--- config.mk ---
export PLATFORM = sky130hd
export DESIGN_NAME = can_bt_search
export DESIGN_NICKNAME = d
export VERILOG_FILES = /design/src/rtl/can_bt_pkg.sv /design/src/rtl/can_bt_div.sv /design/src/rtl/can_bt_sp_default.sv /design/src/rtl/can_bt_split.sv /design/src/rtl/can_bt_search.sv
export SDC_FILE = /design/constraint.sdc
export NUM_CORES = 2
export LEC_CHECK = 0
export BUFFER_PORTS_ARGS = -buffer_cell sky130_fd_sc_hd__buf_4
export CAP_MARGIN = 10
export CORE_ASPECT_RATIO = 1.25
export CORE_MARGIN = 2
export CORE_UTILIZATION = 60
export CTS_BUF_LIST = sky130_fd_sc_hd__clkbuf_8
export CTS_CLUSTER_DIAMETER = 120
export DETAILED_ROUTE_END_ITERATION = 6
export GPL_TIMING_DRIVEN = 0
export HOLD_SLACK_MARGIN = 0.1
export MAX_ROUTING_LAYER = met4
export PLACE_DENSITY = 0.77
export SLEW_MARGIN = 20
export SYNTH_ARGS = -nofsm -noshare
export SYNTH_HDL_FRONTEND = slang
export SYNTH_SLANG_ARGS = --single-unit
--- constraint.sdc ---
create_clock -name clk -period 22.8 [get_ports clk]
set_clock_uncertainty 0.05 [all_clocks]
set_input_delay 0 -clock clk [delete_from_list [all_inputs] [get_ports clk]]
set_output_delay 0 -clock clk [all_outputs]
set_load 0.05 [all_outputs]
--- src/rtl/can_bt_pkg.sv ---
// Shared constants and the controller state type for the bit timing search.
package can_bt_pkg;

    localparam int SP_SCALE       = 1000;    // sample point unit: tenths of a percent
    localparam int MAX_ERR_TENTHS = 50;      // largest tolerated rate error
    localparam int SPEED_FAST     = 800000;  // above this: fast default target
    localparam int SPEED_MID      = 500000;  // above this: middle default target
    localparam int SP_FAST        = 750;
    localparam int SP_MID         = 800;
    localparam int SP_SLOW        = 875;

    typedef enum logic [3:0] {
        ST_IDLE,
        ST_CAND,
        ST_W_BRP,
        ST_W_INC,
        ST_CHECK,
        ST_W_RATE,
        ST_W_SPQ,
        ST_W_SPT,
        ST_NEXT,
        ST_FIN,
        ST_W_PCT,
        ST_F_SPQ,
        ST_W_FSPQ,
        ST_W_FSPT,
        ST_W_FRATE,
        ST_DONE
    } bt_state_t;

endpackage

--- src/rtl/can_bt_div.sv ---
// Restoring unsigned divider that produces one quotient bit per cycle.
// Assumes: den is nonzero (a zero divisor yields an all-ones quotient).
// The quotient holds its value after done until the next go.
module can_bt_div #(
    parameter int W = 64
) (
    input  logic         clk,
    input  logic         rst_n,
    input  logic         go,
    input  logic [W-1:0] num,
    input  logic [W-1:0] den,
    output logic         done,
    output logic [W-1:0] quo
);
    localparam int CW = $clog2(W + 1);

    logic [W-1:0]  rem;
    logic [W-1:0]  q_sh;
    logic [W-1:0]  den_r;
    logic [CW-1:0] cnt;
    logic          active;
    logic [W:0]    shifted;
    logic [W:0]    trial;

    // Shift in the next dividend bit and try subtracting the divisor.
    always_comb begin
        shifted = {rem, q_sh[W-1]};
        trial   = shifted - {1'b0, den_r};
    end

    // Iterate one bit per cycle; strobe done after the last bit.
    always_ff @(posedge clk) begin
        if (!rst_n) begin
            rem    <= '0;
            q_sh   <= '0;
            den_r  <= '0;
            cnt    <= '0;
            active <= 1'b0;
            done   <= 1'b0;
        end else begin
            done <= 1'b0;
            if (go) begin
                rem    <= '0;
                q_sh   <= num;
                den_r  <= den;
                cnt    <= CW'(W);
                active <= 1'b1;
            end else if (active) begin
                if (!trial[W]) begin
                    rem  <= trial[W-1:0];
                    q_sh <= {q_sh[W-2:0], 1'b1};
                end else begin
                    rem  <= shifted[W-1:0];
                    q_sh <= {q_sh[W-2:0], 1'b0};
                end
                cnt <= cnt - CW'(1);
                if (cnt == CW'(1)) begin
                    active <= 1'b0;
                    done   <= 1'b1;
                end
            end
        end
    end

    assign quo = q_sh;

endmodule

--- src/rtl/can_bt_sp_default.sv ---
// Picks the sample point target: the requested one if nonzero, otherwise
// a default chosen from the bitrate band.
module can_bt_sp_default #(
    parameter int CLK_W = 32,
    parameter int SP_W  = 10
) (
    input  logic [CLK_W-1:0] rate,
    input  logic [SP_W-1:0]  sp_req,
    output logic [SP_W-1:0]  sp_tgt
);
    import can_bt_pkg::*;

    localparam logic [CLK_W-1:0] LIM_FAST = CLK_W'(SPEED_FAST);
    localparam logic [CLK_W-1:0] LIM_MID  = CLK_W'(SPEED_MID);

    // Band selection with the explicit request taking precedence.
    always_comb begin
        if (sp_req != '0)
            sp_tgt = sp_req;
        else if (rate > LIM_FAST)
            sp_tgt = SP_W'(SP_FAST);
        else if (rate > LIM_MID)
            sp_tgt = SP_W'(SP_MID);
        else
            sp_tgt = SP_W'(SP_SLOW);
    end

endmodule

--- src/rtl/can_bt_split.sv ---
// Splits a segment sum into segment 1 and segment 2 from the scaled
// sample point quotient q = sp*(sum+1)/1000, clamping to the legal limits.
// Assumes: q <= sum+1 and sum >= t2_min.
module can_bt_split #(
    parameter int SEG_W = 5
) (
    input  logic [SEG_W+1:0] seg,
    input  logic [SEG_W+1:0] q,
    input  logic [SEG_W-1:0] t1_max,
    input  logic [SEG_W-1:0] t2_min,
    input  logic [SEG_W-1:0] t2_max,
    output logic [SEG_W+1:0] t1,
    output logic [SEG_W+1:0] t2,
    output logic [SEG_W+1:0] lead
);
    localparam int SW = SEG_W + 2;
    localparam int IW = SEG_W + 4;

    logic signed [IW-1:0] s_seg, s_q, s_t1max, s_t2min, s_t2max;
    logic signed [IW-1:0] s_t1, s_t2;

    // Clamp segment 2 first, then give segment 1 priority on its ceiling.
    always_comb begin
        s_seg   = IW'(seg);
        s_q     = IW'(q);
        s_t1max = IW'(t1_max);
        s_t2min = IW'(t2_min);
        s_t2max = IW'(t2_max);
        s_t2    = s_seg + IW'(1) - s_q;
        if (s_t2 < s_t2min) s_t2 = s_t2min;
        if (s_t2 > s_t2max) s_t2 = s_t2max;
        s_t1 = s_seg - s_t2;
        if (s_t1 > s_t1max) begin
            s_t1 = s_t1max;
            s_t2 = s_seg - s_t1;
        end
        t1   = SW'(s_t1);
        t2   = SW'(s_t2);
        lead = SW'(s_seg + IW'(1) - s_t2);
    end

endmodule

--- src/rtl/can_bt_search.sv ---
// Sequential search for a CAN prescaler and segment split.
// Walks candidate bit lengths downward, keeps the best rate match (ties go
// to the later candidate), refines zero-error matches by sample point
// distance, then derives the final split, sample point and bitrate.
// Assumes: configuration inputs stay steady while busy; brp_step >= 1,
// brp_lo >= 1, rate_req != 0, lower bounds <= upper bounds, sp_req <= 1000.
module can_bt_search #(
    parameter int CLK_W = 32,
    parameter int BRP_W = 11,
    parameter int SEG_W = 5,
    parameter int SP_W  = 10,
    parameter int SJW_W = 2,
    parameter int DIV_W = 64
) (
    input  logic             clk,
    input  logic             rst_n,
    input  logic             start,
    input  logic [CLK_W-1:0] ref_hz,
    input  logic [CLK_W-1:0] rate_req,
    input  logic [SP_W-1:0]  sp_req,
    input  logic [BRP_W-1:0] brp_lo,
    input  logic [BRP_W-1:0] brp_hi,
    input  logic [BRP_W-1:0] brp_step,
    input  logic [SEG_W-1:0] t1_lo,
    input  logic [SEG_W-1:0] t1_hi,
    input  logic [SEG_W-1:0] t2_lo,
    input  logic [SEG_W-1:0] t2_hi,
    output logic             busy,
    output logic             done,
    output logic [BRP_W-1:0] brp_o,
    output logic [SEG_W-1:0] tseg1_o,
    output logic [SEG_W-1:0] tseg2_o,
    output logic [SJW_W-1:0] sjw_o,
    output logic [SP_W-1:0]  sp_o,
    output logic [CLK_W-1:0] rate_o,
    output logic             param_err
);
    import can_bt_pkg::*;

    localparam int SW    = SEG_W + 2;   // segment sum / total quanta width
    localparam int IDX_W = SEG_W + 3;   // candidate index width
    localparam int EW    = CLK_W + 1;   // prescaler candidate / rate error width
    localparam int PW    = SP_W + 1;    // sample point error width

    bt_state_t        state;
    logic [IDX_W-1:0] idx;
    logic [IDX_W-1:0] idx_hi, idx_lo;
    logic [SW-1:0]    seg_cur, tot_cur, best_tot;
    logic [SP_W-1:0]  sp_tgt, sp_t;
    logic [EW-1:0]    cand_r, raw_cand, rate_err, best_err;
    logic [PW-1:0]    sp_err, spt_err;
    logic [SW-1:0]    best_seg;
    logic [BRP_W-1:0] cur_brp, best_brp;
    logic             found;
    logic [SW-1:0]    t1_r, t2_r;
    logic [SP_W-1:0]  sp_r;
    logic [CLK_W-1:0] rate_r;
    logic             err_r;

    logic             div_go, div_done;
    logic [DIV_W-1:0] div_num, div_den, div_quo;

    logic [SW-1:0]    split_seg, split_t1, split_t2, split_lead;

    // Index bounds and per-candidate quantities derived from the index.
    always_comb begin
        idx_hi   = ((IDX_W'(t1_hi) + IDX_W'(t2_hi)) << 1) | IDX_W'(1);
        idx_lo   = (IDX_W'(t1_lo) + IDX_W'(t2_lo)) << 1;
        seg_cur  = idx[IDX_W-1:1];
        tot_cur  = seg_cur + SW'(1);
        best_tot = best_seg + SW'(1);
        raw_cand = EW'(div_quo) + EW'(idx[0]);
        rate_err = (EW'(rate_req) >= EW'(div_quo)) ? EW'(rate_req) - EW'(div_quo)
                                                   : EW'(div_quo) - EW'(rate_req);
        sp_err   = (PW'(sp_t) >= PW'(div_quo)) ? PW'(sp_t) - PW'(div_quo)
                                               : PW'(div_quo) - PW'(sp_t);
        split_seg = (state == ST_W_FSPQ) ? best_seg : seg_cur;
    end

    can_bt_sp_default #(.CLK_W(CLK_W), .SP_W(SP_W)) u_spdef (
        .rate   (rate_req),
        .sp_req (sp_req),
        .sp_tgt (sp_tgt)
    );

    can_bt_split #(.SEG_W(SEG_W)) u_split (
        .seg    (split_seg),
        .q      (div_quo[SW-1:0]),
        .t1_max (t1_hi),
        .t2_min (t2_lo),
        .t2_max (t2_hi),
        .t1     (split_t1),
        .t2     (split_t2),
        .lead   (split_lead)
    );

    can_bt_div #(.W(DIV_W)) u_div (
        .clk   (clk),
        .rst_n (rst_n),
        .go    (div_go),
        .num   (div_num),
        .den   (div_den),
        .done  (div_done),
        .quo   (div_quo)
    );

    // Search controller: issues divisions, tracks the best candidate, publishes results.
    always_ff @(posedge clk) begin
        if (!rst_n) begin
            state     <= ST_IDLE;
            idx       <= '0;
            sp_t      <= '0;
            cand_r    <= '0;
            best_err  <= '1;
            spt_err   <= '0;
            best_seg  <= '0;
            cur_brp   <= '0;
            best_brp  <= '0;
            found     <= 1'b0;
            t1_r      <= '0;
            t2_r      <= '0;
            sp_r      <= '0;
            rate_r    <= '0;
            err_r     <= 1'b0;
            div_go    <= 1'b0;
            div_num   <= '0;
            div_den   <= '0;
            done      <= 1'b0;
            brp_o     <= '0;
            tseg1_o   <= '0;
            tseg2_o   <= '0;
            sp_o      <= '0;
            rate_o    <= '0;
            param_err <= 1'b0;
        end else begin
            div_go <= 1'b0;
            done   <= 1'b0;
            case (state)
                ST_IDLE: begin
                    if (start) begin
                        sp_t     <= sp_tgt;
                        idx      <= idx_hi;
                        best_err <= '1;
                        spt_err  <= PW'(SP_SCALE);
                        found    <= 1'b0;
                        state    <= ST_CAND;
                    end
                end
                ST_CAND: begin
                    div_go  <= 1'b1;
                    div_num <= DIV_W'(ref_hz);
                    div_den <= DIV_W'(tot_cur) * DIV_W'(rate_req);
                    state   <= ST_W_BRP;
                end
                ST_W_BRP: begin
                    if (div_done) begin
                        if (brp_step == BRP_W'(1)) begin
                            cand_r <= raw_cand;
                            state  <= ST_CHECK;
                        end else begin
                            div_go  <= 1'b1;
                            div_num <= DIV_W'(raw_cand);
                            div_den <= DIV_W'(brp_step);
                            state   <= ST_W_INC;
                        end
                    end
                end
                ST_W_INC: begin
                    if (div_done) begin
                        cand_r <= EW'(div_quo) * EW'(brp_step);
                        state  <= ST_CHECK;
                    end
                end
                ST_CHECK: begin
                    if (cand_r < EW'(brp_lo) || cand_r > EW'(brp_hi)) begin
                        state <= ST_NEXT;
                    end else begin
                        cur_brp <= BRP_W'(cand_r);
                        div_go  <= 1'b1;
                        div_num <= DIV_W'(ref_hz);
                        div_den <= DIV_W'(cand_r) * DIV_W'(tot_cur);
                        state   <= ST_W_RATE;
                    end
                end
                ST_W_RATE: begin
                    if (div_done) begin
                        if (rate_err > best_err) begin
                            state <= ST_NEXT;
                        end else begin
                            best_err <= rate_err;
                            if (rate_err != '0) begin
                                best_seg <= seg_cur;
                                best_brp <= cur_brp;
                                found    <= 1'b1;
                                state    <= ST_NEXT;
                            end else begin
                                div_go  <= 1'b1;
                                div_num <= DIV_W'(sp_t) * DIV_W'(tot_cur);
                                div_den <= DIV_W'(SP_SCALE);
                                state   <= ST_W_SPQ;
                            end
                        end
                    end
                end
                ST_W_SPQ: begin
                    if (div_done) begin
                        div_go  <= 1'b1;
                        div_num <= DIV_W'(SP_SCALE) * DIV_W'(split_lead);
                        div_den <= DIV_W'(tot_cur);
                        state   <= ST_W_SPT;
                    end
                end
                ST_W_SPT: begin
                    if (div_done) begin
                        if (sp_err > spt_err) begin
                            state <= ST_NEXT;
                        end else begin
                            spt_err  <= sp_err;
                            best_seg <= seg_cur;
                            best_brp <= cur_brp;
                            found    <= 1'b1;
                            state    <= (sp_err == '0) ? ST_FIN : ST_NEXT;
                        end
                    end
                end
                ST_NEXT: begin
                    if (idx == idx_lo) begin
                        state <= ST_FIN;
                    end else begin
                        idx   <= idx - IDX_W'(1);
                        state <= ST_CAND;
                    end
                end
                ST_FIN: begin
                    if (!found) begin
                        best_brp <= '0;
                        t1_r     <= '0;
                        t2_r     <= '0;
                        sp_r     <= '0;
                        rate_r   <= '0;
                        err_r    <= 1'b1;
                        state    <= ST_DONE;
                    end else if (best_err != '0) begin
                        div_go  <= 1'b1;
                        div_num <= DIV_W'(best_err) * DIV_W'(SP_SCALE);
                        div_den <= DIV_W'(rate_req);
                        state   <= ST_W_PCT;
                    end else begin
                        err_r <= 1'b0;
                        state <= ST_F_SPQ;
                    end
                end
                ST_W_PCT: begin
                    if (div_done) begin
                        err_r <= (div_quo > DIV_W'(MAX_ERR_TENTHS));
                        state <= ST_F_SPQ;
                    end
                end
                ST_F_SPQ: begin
                    div_go  <= 1'b1;
                    div_num <= DIV_W'(sp_t) * DIV_W'(best_tot);
                    div_den <= DIV_W'(SP_SCALE);
                    state   <= ST_W_FSPQ;
                end
                ST_W_FSPQ: begin
                    if (div_done) begin
                        t1_r    <= split_t1;
                        t2_r    <= split_t2;
                        div_go  <= 1'b1;
                        div_num <= DIV_W'(SP_SCALE) * DIV_W'(split_lead);
                        div_den <= DIV_W'(best_tot);
                        state   <= ST_W_FSPT;
                    end
                end
                ST_W_FSPT: begin
                    if (div_done) begin
                        sp_r    <= SP_W'(div_quo);
                        div_go  <= 1'b1;
                        div_num <= DIV_W'(ref_hz);
                        div_den <= DIV_W'(best_brp) * DIV_W'(best_tot);
                        state   <= ST_W_FRATE;
                    end
                end
                ST_W_FRATE: begin
                    if (div_done) begin
                        rate_r <= CLK_W'(div_quo);
                        state  <= ST_DONE;
                    end
                end
                ST_DONE: begin
                    brp_o     <= best_brp;
                    tseg1_o   <= SEG_W'(t1_r);
                    tseg2_o   <= SEG_W'(t2_r);
                    sp_o      <= sp_r;
                    rate_o    <= rate_r;
                    param_err <= err_r;
                    done      <= 1'b1;
                    state     <= ST_IDLE;
                end
                default: state <= ST_IDLE;
            endcase
        end
    end

    assign busy  = (state != ST_IDLE);
    assign sjw_o = SJW_W'(1);

endmodule

==> flow_summary.toml <==
[sta]
finalHoldViolCount = 0
tightestPinTransition_ns = 1.37
period_needed_ns = 19.15
slew_headroom = 0.0768
fin_tns_setup_ns = 0
setup_ws_ns = 3.65
finalCritPeriodShare = 0.840
drv_slew = 0
rsz0062_at_grt = "false"
fmax_ghz = 0.0522
hold_ws_ns = 0.148
setup_viol = 0

[worst_setup_path]
critPathArrivalTime_ns = 19.82
cpPeakStageDelay_ns = 0.96
critPathLaunchType = "register"
critPathTopFamily = "compound AO/OA/AOI/OAI gates"
worstPathRequired_ns = 23.47
cp-end-kind = "register"
path_max_fanout = 10
cpMostUsedCell = "ha_1"
path_buf_inv = 9
rrSetupSlack_ns = 3.65
path_class = "reg -> reg"
slowest_stage = "a211oi_1"

[drt]
dr.first_iter.drc_count = 7578
ant_nets = 0
drc = 21
wl_mm = 287
wl_per_cell_um = 27.5
drt-vias-per-instance = 6.40
drt_first_pass_iters = 7
vias = 66859

[yosys]
yosysWarnings = 0
synth_cells = 8462
ys_types = 90
async_flop_share = 0
ys_seq_area_frac = 0.149
syn-mean-instance-area_um2 = 8.06
synth_area_um2 = 68200
synthFlopType = "dfxtp_1"
synth_edf_count = 0
synth-seq-cells = 508
syn_nets = 10049

[grt]
grt_pass1_wl_mm = 418
grt_pass1_vias = 66579
overflow = 0
antenna_found_initial = 18
grt_use_total = 0.502
grt_start_max_net_pins = 16

[clock_network]
clkSinkCount = 508
root_buffer = "clkbuf_8"
htree_num_levels = 3
clk_path_buf_depth = 3
clkTransAtPathRegs_ns = 0.06
clk-insertion-delay-late_ns = 0.89
postCtsSetupRepairBufs = 0
cts_tree = "built"
cts_buffers = 92

[final_layout]
final_common_cell = "nand2_1"
ff_latch_area_um2 = 10200
final_cell_mix = "nand2_1 (1157), inv_1 (1114), fa_1 (801)"
fin_nets = 10460
area_delta_synth_final_pct = 9.93
nFillCells = 9543
drive_gt1_frac = 0.0524
multiInputGateArea_um2 = 51900

[floorplan]
ios = 198
die_area_um2 = 116000
rows = 138
fp.dieW_um = 306
die_y_um = 381
initial_core_util = 0.604
core_um2 = 113000

[placement]
gp_congestion = 1.12
portBuffers = 190
post-dp-hpwl_mm = 233
dp_slack_ns = 4.39

[outcome]
violations = "design-rule violations"
status = "finished, violations left"

[run]
drv_cap = 0

[hold_path]
hold_class = "in -> reg"
[worst paths after layout]
check / end / depth (start not counted) / start
max: div_num[16] / 72 / state[3]
min: state[3] / 9 / t1_lo[3]
max reg2reg: div_num[16] / 72 / state[3]
min reg2reg: rate_o[24] / 2 / rate_r[24]
[cell type report]
type                    instances  share of cell area
diodes                         28            0.000935
plain buffers                 518              0.0272
clock buffers                 115              0.0211
clock inverters                52             0.00661
inverters                    1104              0.0553
multi-input cells            6332               0.693
flip-flops and latches        508               0.136
well taps                    1470              0.0245
repair buffers                317              0.0361
[layer usage]
metal / vias up / wire length [um] / track usage
li1: 28842 / - / -
met1: 32458 / 98800 / 0.549
met2: 4201 / 125000 / 0.750
met3: 1358 / 29700 / 0.120
met4: 0 / 33900 / 0.473
met5: - / 0 / -
[cells by family after synthesis]
group / count (synthesis) / synth area share
buf+inv: 1622 / 0.0902
mux: 195 / 0.0288
flops: 508 / 0.149
compound gates: 1640 / 0.154
fa+ha+maj: 1457 / 0.356
other cells: 2 / 0.000110
simple gates: 2677 / 0.176
xor+xnor: 361 / 0.0464
[state kept, by name, indices dropped and copies added (netlist names), 5 cells and up]
name	cells
u_div.den_r	40
t2_r	5
cand_r	33
spt_err	11
t1_r	5
div_num	43
sp_o	10
rate_r	32
sp_t	10
div_den	40
rate_o	32
tseg1_o	5
best_seg	7
idx	8
sp_r	10
u_div.cnt	7
best_err	33
u_div.quo	64
best_brp	11
brp_o	11
u_div.rem	64
tseg2_o	5
cur_brp	11
[tightest hold or removal path, delay by kind of cell]
family / cells / cell delay (ns)
xor+xnor: 2 / 0.22
compound gates: 1 / 0.08
fa+ha+maj: 1 / 0.19
buf+inv: 1 / 0.10
simple gates: 4 / 0.39
[synthesized netlist by cell type (all sizes together) (111+ instances only)]
library cell | count | area (um2)
a21oi | 512 | 2560
inv | 1100 | 4130
clkbuf | 446 | 1680
xor2 | 127 | 1110
nand3 | 114 | 571
ha | 656 | 8210
o21ai | 339 | 1700
fa | 801 | 16000
a21o | 146 | 1100
nor3 | 121 | 622
nand2 | 1157 | 4340
mux2i | 183 | 1830
xnor2 | 234 | 2050
and2 | 111 | 694
nand4 | 145 | 907
nor2 | 685 | 2570
dfxtp | 508 | 10200
[per-stage QoR]
step / util / instance area [um2] / cells
2_1_floorplan: - / 68200 / 8462
3_3_place_gp: 0.633 / 71500 / 10122
3_5_place_dp: 0.634 / 71600 / 10126
4_1_cts: 0.663 / 74800 / 10414
5_1_grt: 0.664 / 74900 / 10428
6_report: 0.664 / 75000 / 10444
[repair_timing]
action / 4_1_cts / 5_1_grt
hold buffers: 121 / 0
resized for setup: 0 / 0
hold endpoints to repair: 80 / 0
Power is not shown: default switching activity piles up to over one toggle a cycle in this logic, so the estimate is an artifact.
